File: src/rtl/flash_cmd_pkg.sv
`timescale 1ns/1ps
package flash_cmd_pkg;
  localparam int CMD_W = 8;

  // command codes
  localparam logic [CMD_W-1:0] CMD_ARRAY      = 8'hFF;
  localparam logic [CMD_W-1:0] CMD_STATUS     = 8'h70;
  localparam logic [CMD_W-1:0] CMD_IDENT      = 8'h90;
  localparam logic [CMD_W-1:0] CMD_QUERY      = 8'h98;
  localparam logic [CMD_W-1:0] CMD_CLEAR      = 8'h50;
  localparam logic [CMD_W-1:0] CMD_PROG_A     = 8'h40;
  localparam logic [CMD_W-1:0] CMD_PROG_B     = 8'h10;
  localparam logic [CMD_W-1:0] CMD_BLK_ERASE  = 8'h20;
  localparam logic [CMD_W-1:0] CMD_CHIP_ERASE = 8'h30;
  localparam logic [CMD_W-1:0] CMD_CONFIRM    = 8'hD0;
  localparam logic [CMD_W-1:0] CMD_SUSPEND    = 8'hB0;
  localparam logic [CMD_W-1:0] CMD_RB_CFG     = 8'hB8;

  // status byte bit positions
  localparam int SB_READY = 7;
  localparam int SB_ESUSP = 6;
  localparam int SB_EERR  = 5;
  localparam int SB_PERR  = 4;
  localparam int SB_PSUSP = 2;

  typedef enum logic [1:0] {
    RM_ARRAY  = 2'd0,
    RM_STATUS = 2'd1,
    RM_IDENT  = 2'd2,
    RM_QUERY  = 2'd3
  } rd_mode_e;

  typedef enum logic [2:0] {
    DS_IDLE   = 3'd0,
    DS_PROG   = 3'd1,
    DS_BERASE = 3'd2,
    DS_CERASE = 3'd3,
    DS_CFG    = 3'd4
  } dec_state_e;

  typedef enum logic [1:0] {
    RB_LEVEL       = 2'd0,
    RB_PULSE_ERASE = 2'd1,
    RB_PULSE_PROG  = 2'd2,
    RB_PULSE_BOTH  = 2'd3
  } rb_cfg_e;
endpackage

File: src/rtl/fcd_array.sv
`timescale 1ns/1ps
module fcd_array #(
  parameter int AW = 8,
  parameter int DW = 8
) (
  input  logic          clk,
  input  logic          we,
  input  logic [AW-1:0] wa,
  input  logic [DW-1:0] wd,
  input  logic [AW-1:0] ra,
  output logic [DW-1:0] q
);
  localparam int DEPTH = 1 << AW;

  logic [DW-1:0] mem [DEPTH];

  // simple dual-port, read-first: block RAM friendly
  always_ff @(posedge clk) begin
    if (we) mem[wa] <= wd;
    q <= mem[ra];
  end
endmodule

File: src/rtl/fcd_engine.sv
`timescale 1ns/1ps
module fcd_engine #(
  parameter int AW          = 8,
  parameter int DW          = 8,
  parameter int BLK_BITS    = 2,
  parameter int PROG_CYCLES = 6
) (
  input  logic                clk,
  input  logic                rst,
  input  logic                launch_prog,
  input  logic                launch_berase,
  input  logic                launch_cerase,
  input  logic                req_susp,
  input  logic                req_resume,
  input  logic [AW-1:0]       op_addr,
  input  logic [DW-1:0]       op_data,
  output logic                wr_en,
  output logic [AW-1:0]       wr_addr,
  output logic [DW-1:0]       wr_data,
  output logic                running,
  output logic                erase_active,
  output logic                erase_susp,
  output logic                erase_whole,
  output logic [BLK_BITS-1:0] erase_blk,
  output logic                prog_active,
  output logic                prog_susp,
  output logic                erase_done,
  output logic                prog_done
);
  localparam int OFF_W = AW - BLK_BITS;
  localparam int PCW   = $clog2(PROG_CYCLES + 1);

  logic [AW-1:0]  erase_ptr, erase_last;
  logic [PCW-1:0] prog_cnt;
  logic [AW-1:0]  prog_addr;
  logic [DW-1:0]  prog_data;
  logic           prog_run, erase_run;

  assign prog_run  = prog_active && !prog_susp;
  assign erase_run = erase_active && !erase_susp && !prog_active;
  assign running   = prog_run || erase_run;

  assign wr_en   = erase_run || (prog_run && prog_cnt == '0);
  assign wr_addr = prog_run ? prog_addr : erase_ptr;
  assign wr_data = prog_run ? prog_data : {DW{1'b1}};

  always_ff @(posedge clk) begin
    if (rst) begin
      erase_active <= 1'b0;
      erase_susp   <= 1'b0;
      erase_whole  <= 1'b0;
      erase_blk    <= '0;
      erase_ptr    <= '0;
      erase_last   <= '0;
      prog_active  <= 1'b0;
      prog_susp    <= 1'b0;
      prog_cnt     <= '0;
      prog_addr    <= '0;
      prog_data    <= '0;
      erase_done   <= 1'b0;
      prog_done    <= 1'b0;
    end else begin
      erase_done <= 1'b0;
      prog_done  <= 1'b0;
      // progress of the active operation; completion wins over suspend
      if (prog_run) begin
        if (prog_cnt == '0) begin
          prog_active <= 1'b0;
          prog_done   <= 1'b1;
        end else begin
          prog_cnt <= prog_cnt - 1'b1;
          if (req_susp) prog_susp <= 1'b1;
        end
      end else if (erase_run) begin
        erase_ptr <= erase_ptr + 1'b1;
        if (erase_ptr == erase_last) begin
          erase_active <= 1'b0;
          erase_done   <= 1'b1;
        end else if (req_susp) begin
          erase_susp <= 1'b1;
        end
      end
      // resume: innermost suspended operation first
      if (req_resume) begin
        if (prog_susp) prog_susp <= 1'b0;
        else if (erase_susp && !prog_active) erase_susp <= 1'b0;
      end
      if (launch_prog) begin
        prog_active <= 1'b1;
        prog_susp   <= 1'b0;
        prog_cnt    <= PCW'(PROG_CYCLES - 1);
        prog_addr   <= op_addr;
        prog_data   <= op_data;
      end
      if (launch_berase) begin
        erase_active <= 1'b1;
        erase_susp   <= 1'b0;
        erase_whole  <= 1'b0;
        erase_blk    <= op_addr[AW-1 -: BLK_BITS];
        erase_ptr    <= {op_addr[AW-1 -: BLK_BITS], {OFF_W{1'b0}}};
        erase_last   <= {op_addr[AW-1 -: BLK_BITS], {OFF_W{1'b1}}};
      end
      if (launch_cerase) begin
        erase_active <= 1'b1;
        erase_susp   <= 1'b0;
        erase_whole  <= 1'b1;
        erase_blk    <= '0;
        erase_ptr    <= '0;
        erase_last   <= {AW{1'b1}};
      end
    end
  end
endmodule

File: src/rtl/fcd_decoder.sv
`timescale 1ns/1ps
module fcd_decoder
  import flash_cmd_pkg::*;
#(
  parameter int BLK_BITS = 2
) (
  input  logic                clk,
  input  logic                rst,
  input  logic                bus_we,
  input  logic [CMD_W-1:0]    bus_wdata,
  input  logic [BLK_BITS-1:0] wr_blk,
  input  logic                running,
  input  logic                erase_active,
  input  logic                erase_susp,
  input  logic                erase_whole,
  input  logic [BLK_BITS-1:0] erase_blk,
  input  logic                prog_active,
  output rd_mode_e            mode,
  output rb_cfg_e             rb_cfg,
  output logic                eerr,
  output logic                perr,
  output logic                launch_prog,
  output logic                launch_berase,
  output logic                launch_cerase,
  output logic                req_susp,
  output logic                req_resume
);
  dec_state_e state, state_n;
  rd_mode_e   mode_n;
  rb_cfg_e    cfg_n;
  logic       eerr_n, perr_n, clr_err, blk_conflict;

  assign blk_conflict = erase_susp && (erase_whole || wr_blk == erase_blk);

  always_comb begin
    state_n       = state;
    mode_n        = mode;
    cfg_n         = rb_cfg;
    eerr_n        = 1'b0;
    perr_n        = 1'b0;
    clr_err       = 1'b0;
    launch_prog   = 1'b0;
    launch_berase = 1'b0;
    launch_cerase = 1'b0;
    req_susp      = 1'b0;
    req_resume    = 1'b0;
    if (bus_we) begin
      unique case (state)
        DS_IDLE: begin
          if (running) begin
            if (bus_wdata == CMD_STATUS)  mode_n   = RM_STATUS;
            if (bus_wdata == CMD_SUSPEND) req_susp = 1'b1;
          end else begin
            case (bus_wdata)
              CMD_ARRAY:   mode_n = RM_ARRAY;
              CMD_STATUS:  mode_n = RM_STATUS;
              CMD_IDENT:   mode_n = RM_IDENT;
              CMD_QUERY:   mode_n = RM_QUERY;
              CMD_CLEAR:   clr_err = 1'b1;
              CMD_SUSPEND: req_susp = 1'b1;
              CMD_CONFIRM: req_resume = 1'b1;
              CMD_RB_CFG:  state_n = DS_CFG;
              CMD_PROG_A, CMD_PROG_B: begin
                if (prog_active) perr_n = 1'b1;
                else             state_n = DS_PROG;
              end
              CMD_BLK_ERASE: begin
                if (erase_active) eerr_n = 1'b1;
                else              state_n = DS_BERASE;
              end
              CMD_CHIP_ERASE: begin
                if (erase_active) eerr_n = 1'b1;
                else              state_n = DS_CERASE;
              end
              default: ;
            endcase
          end
        end
        DS_PROG: begin
          state_n = DS_IDLE;
          mode_n  = RM_STATUS;
          if (blk_conflict) perr_n = 1'b1;
          else              launch_prog = 1'b1;
        end
        DS_BERASE, DS_CERASE: begin
          state_n = DS_IDLE;
          mode_n  = RM_STATUS;
          if (bus_wdata != CMD_CONFIRM) begin
            eerr_n = 1'b1;
            perr_n = 1'b1;
          end else if (state == DS_BERASE) begin
            launch_berase = 1'b1;
          end else begin
            launch_cerase = 1'b1;
          end
        end
        DS_CFG: begin
          state_n = DS_IDLE;
          if (bus_wdata[CMD_W-1:2] == '0) begin
            cfg_n = rb_cfg_e'(bus_wdata[1:0]);
          end else begin
            eerr_n = 1'b1;
            perr_n = 1'b1;
          end
        end
        default: state_n = DS_IDLE;
      endcase
    end
  end

  always_ff @(posedge clk) begin
    if (rst) begin
      state  <= DS_IDLE;
      mode   <= RM_ARRAY;
      rb_cfg <= RB_LEVEL;
      eerr   <= 1'b0;
      perr   <= 1'b0;
    end else begin
      state  <= state_n;
      mode   <= mode_n;
      rb_cfg <= cfg_n;
      eerr   <= (eerr && !clr_err) || eerr_n;
      perr   <= (perr && !clr_err) || perr_n;
    end
  end
endmodule

File: src/rtl/flash_cmd_decoder.sv
`timescale 1ns/1ps
module flash_cmd_decoder
  import flash_cmd_pkg::*;
#(
  parameter int AW          = 8,
  parameter int BLK_BITS    = 2,
  parameter int PROG_CYCLES = 6,
  parameter logic [7:0] MFG_BYTE = 8'h5A,
  parameter logic [7:0] DEV_BYTE = 8'hC3
) (
  input  logic          clk,
  input  logic          rst,
  input  logic          bus_we,
  input  logic          bus_re,
  input  logic [AW-1:0] bus_addr,
  input  logic [7:0]    bus_wdata,
  output logic [7:0]    rd_data,
  output logic          rd_valid,
  output logic          rdy_busy
);
  localparam int DW = CMD_W;
  localparam logic [AW-1:0] QRY_BASE = AW'(16);

  rd_mode_e            mode;
  rb_cfg_e             rb_cfg;
  logic                eerr, perr;
  logic                launch_prog, launch_berase, launch_cerase;
  logic                req_susp, req_resume;
  logic                wr_en;
  logic [AW-1:0]       wr_addr;
  logic [DW-1:0]       wr_data;
  logic                running, erase_active, erase_susp, erase_whole;
  logic [BLK_BITS-1:0] erase_blk;
  logic                prog_active, prog_susp;
  logic                erase_done, prog_done;
  logic [DW-1:0]       mem_q, info_byte, info_q, status_byte;
  logic                sel_array_q, rb_level;

  fcd_decoder #(.BLK_BITS(BLK_BITS)) i_dec (
    .clk(clk), .rst(rst), .bus_we(bus_we), .bus_wdata(bus_wdata),
    .wr_blk(bus_addr[AW-1 -: BLK_BITS]), .running(running),
    .erase_active(erase_active), .erase_susp(erase_susp),
    .erase_whole(erase_whole), .erase_blk(erase_blk),
    .prog_active(prog_active), .mode(mode), .rb_cfg(rb_cfg),
    .eerr(eerr), .perr(perr), .launch_prog(launch_prog),
    .launch_berase(launch_berase), .launch_cerase(launch_cerase),
    .req_susp(req_susp), .req_resume(req_resume)
  );

  fcd_engine #(.AW(AW), .DW(DW), .BLK_BITS(BLK_BITS), .PROG_CYCLES(PROG_CYCLES)) i_eng (
    .clk(clk), .rst(rst), .launch_prog(launch_prog),
    .launch_berase(launch_berase), .launch_cerase(launch_cerase),
    .req_susp(req_susp), .req_resume(req_resume),
    .op_addr(bus_addr), .op_data(bus_wdata),
    .wr_en(wr_en), .wr_addr(wr_addr), .wr_data(wr_data),
    .running(running), .erase_active(erase_active), .erase_susp(erase_susp),
    .erase_whole(erase_whole), .erase_blk(erase_blk),
    .prog_active(prog_active), .prog_susp(prog_susp),
    .erase_done(erase_done), .prog_done(prog_done)
  );

  fcd_array #(.AW(AW), .DW(DW)) i_arr (
    .clk(clk), .we(wr_en), .wa(wr_addr), .wd(wr_data),
    .ra(bus_addr), .q(mem_q)
  );

  always_comb begin
    status_byte           = '0;
    status_byte[SB_READY] = !running;
    status_byte[SB_ESUSP] = erase_susp;
    status_byte[SB_EERR]  = eerr;
    status_byte[SB_PERR]  = perr;
    status_byte[SB_PSUSP] = prog_susp;
  end

  // non-array read sources; a running engine forces status
  always_comb begin
    info_byte = '0;
    if (running || mode == RM_STATUS) begin
      info_byte = status_byte;
    end else if (mode == RM_IDENT) begin
      if (bus_addr == AW'(0))      info_byte = MFG_BYTE;
      else if (bus_addr == AW'(1)) info_byte = DEV_BYTE;
    end else if (mode == RM_QUERY) begin
      if (bus_addr == QRY_BASE)             info_byte = 8'h51;
      else if (bus_addr == QRY_BASE + 1'b1) info_byte = 8'h52;
      else if (bus_addr == QRY_BASE + 2'd2) info_byte = 8'h59;
    end
  end

  always_ff @(posedge clk) begin
    if (rst) begin
      rd_valid    <= 1'b0;
      sel_array_q <= 1'b0;
      info_q      <= '0;
    end else begin
      rd_valid <= bus_re;
      if (bus_re) begin
        sel_array_q <= !running && mode == RM_ARRAY;
        info_q      <= info_byte;
      end
    end
  end

  assign rd_data  = sel_array_q ? mem_q : info_q;
  assign rb_level = (rb_cfg == RB_LEVEL);
  assign rdy_busy = rb_level ? !running
                             : !((rb_cfg[0] && erase_done) || (rb_cfg[1] && prog_done));
endmodule

File: config.mk
export PLATFORM = sky130hd
export DESIGN_NAME = flash_cmd_decoder
export DESIGN_NICKNAME = d
export VERILOG_FILES = /design/src/rtl/flash_cmd_pkg.sv /design/src/rtl/fcd_array.sv /design/src/rtl/fcd_engine.sv /design/src/rtl/fcd_decoder.sv /design/src/rtl/flash_cmd_decoder.sv
export SDC_FILE = /design/constraint.sdc
export NUM_CORES = 2
export LEC_CHECK = 0
export BUFFER_PORTS_ARGS = -buffer_cell sky130_fd_sc_hd__buf_4
export CORE_MARGIN = 3
export CORE_UTILIZATION = 45
export DETAILED_ROUTE_END_ITERATION = 6
export GPL_TIMING_DRIVEN = 0
export PLACE_DENSITY = 0.57
export SLEW_MARGIN = 20
export SYNTH_ARGS = -nofsm -noshare
export SYNTH_HDL_FRONTEND = slang
export SYNTH_SLANG_ARGS = --single-unit
File: constraint.sdc
create_clock -name clk -period 6.7 [get_ports clk]
set_clock_uncertainty 0.2 [all_clocks]
set_input_delay 1.34 -clock clk [delete_from_list [all_inputs] [get_ports clk]]
set_output_delay 1.34 -clock clk [all_outputs]
set_load 0.05 [all_outputs]
==> results by group <==
Critical path
  • Longest individual stage delay on the worst path: 1.08 ns
  • Sum of buffers and inverters on the critical path: 5
  • Critical-path maximum fanout: 10
  • Kind of capture point of the worst setup path: register
  • Critical path start-end classification: input pin to register
  • Most used cell along the critical path: sky130_fd_sc_hd__buf_2
  • Critical path cell sequence: buf_4, buf_2, clkinv_1, buf_2, buf_1, nand2_1, o21ai_0, a22oi_1, o31ai_1
  • Setup crit start kind: input pin
  • Crit path DAT: 6.66 ns
  • Slowest cell on the critical path: sky130_fd_sc_hd__o21ai_0
  • Largest delay contributor family on the critical path: buffers and inverters
  • Required time at the worst-slack endpoint: 7.21 ns

CTS
  • Clock tree from TritonCTS: done
  • Post-CTS sizing: 0
  • Post-CTS setup repair buffer count: 0
  • Buffer levels on the longest clock path: 3
  • TritonCTS buffer count: 218
  • Clk slew on worst S/H paths: 0.06 ns
  • Hold-fix buffer count after cts: 0
  • TritonCTS Sinks: 2,114
  • Insertion delay of the later-clocked pin in the worst-skew pair: 0.88 ns
  • Number of H-tree levels: 4
  • Root Buffer Master: sky130_fd_sc_hd__clkbuf_16

Drt
  • Detailed-route wire length per cell: 41.1 um
  • Antenna Violating Nets Remaining: 0
  • Detailed Routing Iterations Pass 1: 6
  • Number of DRC violations after detailed routing: 0
  • DR vias/cell: 6.51
  • First-iteration detailed-routing DRC count: 7,290
  • Final routed wirelength across all metal layers: 288,000 um
  • Number of vias in the routed layout: 45,600

Run
  • Maximum capacitance violations: 0

Global route
  • Largest net degree at the start of global routing: 72
  • Number of global-route vias before repair: 43,800
  • Initial antenna violation count: 24
  • First-pass GRT wire length: 383,000 um
  • Total routing resource utilization after global routing: 30.5%
  • Global route total overflow: 0

Placement
  • # port buffers: 23
  • Global placement routability congestion: 0.954
  • Final HPWL DP: 195,000 um
  • Instance count after placement with tap cells included: 6,572

Timing
  • Number of max-slew violations in the final report: 0
  • # setup viols final: 0
  • Final critical path time including I/O delays and setup: 6.15 ns
  • Post-route clock period utilization: 91.8%
  • Setup TNS: 0 ns
  • Max-slew headroom at the worst pin: 11.5%
  • Highest attainable clock frequency: 163 MHz
  • Transition at the pin with the smallest max-transition slack: 1.33 ns
  • Setup repair after global routing missed its margin: false
  • Final count of hold timing violations: 0
  • Final worst hold slack: 0.257 ns

Hold path
  • Path type of the worst min-delay path: register to register

Layout
  • Post-route non-filler standard cell count: 7,002
  • Layout cells sized above 1: 23.1%
  • Growth of design area from synthesis to finish: 14.1%
  • Highest-count cells in the layout ignoring fill and taps: sky130_fd_sc_hd__edfxtp_1 (2,048), sky130_fd_sc_hd__mux4_2 (465), sky130_fd_sc_hd__nor2_1 (327), sky130_fd_sc_hd__clkbuf_16 (219), sky130_fd_sc_hd__mux2i_1 (193)
  • Total Nets Final: 4,445
  • Layout fillers: 14,500
  • Most frequent standard cell in the layout excluding fill and tap cells: sky130_fd_sc_hd__edfxtp_1

Yosys
  • Number of enable-type register cells in the synthesized netlist: 2,048
  • Distinct cells, synth: 69
  • Syn Nets: 4,148
  • Synthesized flop and latch total: 2,114
  • Top FF cell, synth: sky130_fd_sc_hd__edfxtp_1
  • Async set-or-reset flop fraction in the synthesized netlist: 0%
  • Average size of a mapped cell: 20.0 sq um
  • Cell area after technology mapping: 82,600 sq um
  • Post-Syn Instances: 4,125
  • Total of warnings raised by yosys: 0
  • Share of the yosys chip area belonging to registers: 76.1%

Pwr
  • Max IR drop VDD: 0.000227 V
  • Areal power density over the cells: 294 nW/um^2
  • Static leakage power: 30.6 nW
  • Total power: 27.7 mW

Floorplanning
  • Row Count: 156
  • Area of the die: 189,000 sq um
  • Initial Utilization: 45.5%
  • Overall die height: 434 um
  • Core Box Area: 182,000 sq um
  • Total I/O pin count: 30
  • Width of the chip: 434 um

Run status
  • Result of the run: complete, no violations
-- metrics by stage --
step	setup WS, ns	cell area [sq um]	utilization [%]
final	0.549	94200	51.9
after global routing	0.831	94200	51.9
after CTS	0.951	94200	51.9
after detailed placement	0.00394	87100	48.0
after global placement	-3.77	85700	47.2
after floorplan	1.48	82600	-
-- worst reg2reg max path, stage by stage, from the launching register on --
cell	delay, ns
sky130_fd_sc_hd__dfxtp_1	0.48
sky130_fd_sc_hd__nor2b_1	0.17
sky130_fd_sc_hd__clkbuf_1	0.37
sky130_fd_sc_hd__clkbuf_1	0.41
sky130_fd_sc_hd__nand3_1	0.12
sky130_fd_sc_hd__o21ai_0	0.28
sky130_fd_sc_hd__nand2_2	0.63
sky130_fd_sc_hd__clkbuf_2	0.54
sky130_fd_sc_hd__buf_16	0.28
sky130_fd_sc_hd__nor2_1	0.84
-- area by class of cell --
type | count | area (sq um) | area share [%]
timing repair buffer | 77 | 1410 | 1.50
buffer | 250 | 1290 | 1.37
antenna | 19 | 47.5 | 0.0505
multi-input combinational | 1747 | 18600 | 19.7
tap | 2370 | 2970 | 3.15
inverter | 14 | 52.6 | 0.0558
clock buffer | 272 | 5720 | 6.07
sequential | 2114 | 62800 | 66.7
clock inverter | 139 | 1350 | 1.43
-- logic make-up (layout without fill, tap and decap cells) --
kind of cell             Yosys count  after routing  synth area share (%)
flip-flops                      2114           2114                  76.1
XOR/XNOR                          15             15                 0.159
adder cells (fa/ha/maj)            3              3                0.0455
other                              0             19                     0
multiplexers                     678            678                  15.3
buffers and inverters            264            752                  1.53
AND/OR/NAND/NOR                  646            646                  3.46
AO/OA/AOI/OAI                    405            405                  3.41
-- final timing paths --
path,depth (start not counted),from,slack [ns],endpoint
setup / recovery,9,bus_addr[3],0.55,i_arr.q[5]
hold / removal,2,i_dec.perr,0.26,i_dec.perr
setup reg to reg,9,i_eng.prog_active,1.99,i_arr.mem[159][6]
hold reg to reg,2,i_dec.perr,0.26,i_dec.perr
-- sequential cells by signal, indices dropped and copies added (netlist names), 2 cells and up --
name and count:
i_eng.erase_ptr 8, i_dec.rb_cfg 2, i_eng.erase_last 3, i_eng.prog_addr 8, info_q 8, i_dec.mode 2
i_arr.mem 2048, i_eng.prog_data 8, i_dec.state 3, i_arr.q 8, i_eng.erase_blk 2, i_eng.prog_cnt 3
-- routing by layer --
metal	GRT usage (%)	share of wire [%]	up-vias
li1	-	-	17600
met3	9.13	12	617
met1	41.5	37	24300
met4	15.5	5.9	4
met2	44.9	44	3079
met5	0.589	0.058	-
-- Yosys cell counts, types with 12 or more instances --
| master | n | area share [%] |
|---|---|---|
| sky130_fd_sc_hd__nand2_1 | 148 | 0.67 |
| sky130_fd_sc_hd__nand3b_1 | 18 | 0.16 |
| sky130_fd_sc_hd__buf_2 | 67 | 0.41 |
| sky130_fd_sc_hd__a21oi_1 | 97 | 0.59 |
| sky130_fd_sc_hd__nand4_1 | 12 | 0.091 |
| sky130_fd_sc_hd__a31oi_1 | 13 | 0.099 |
| sky130_fd_sc_hd__edfxtp_1 | 2048 | 74 |
| sky130_fd_sc_hd__nand2b_1 | 28 | 0.21 |
| sky130_fd_sc_hd__buf_1 | 20 | 0.091 |
| sky130_fd_sc_hd__o21ai_0 | 38 | 0.23 |
| sky130_fd_sc_hd__o211ai_1 | 15 | 0.14 |
| sky130_fd_sc_hd__nor3_1 | 13 | 0.079 |
| sky130_fd_sc_hd__nor2_1 | 329 | 1.5 |
| sky130_fd_sc_hd__buf_4 | 34 | 0.31 |
| sky130_fd_sc_hd__mux2i_1 | 193 | 2.3 |
| sky130_fd_sc_hd__a221oi_1 | 33 | 0.35 |
| sky130_fd_sc_hd__mux4_2 | 465 | 13 |
| sky130_fd_sc_hd__clkbuf_1 | 121 | 0.55 |
| sky130_fd_sc_hd__dfxtp_1 | 66 | 1.6 |
| sky130_fd_sc_hd__nor2b_1 | 14 | 0.11 |
| sky130_fd_sc_hd__o22ai_1 | 19 | 0.14 |
| sky130_fd_sc_hd__nand3_1 | 39 | 0.24 |
| sky130_fd_sc_hd__a22oi_1 | 105 | 0.95 |
| sky130_fd_sc_hd__mux2_2 | 20 | 0.27 |
-- power by group --
part           internal [mW]  switching [mW]
sequential              14.3         0.00215
combinational          0.428           0.955
clock                   6.74            5.33
total                   21.4            6.29
No activity file was read; power rests on OpenSTA's default activity.
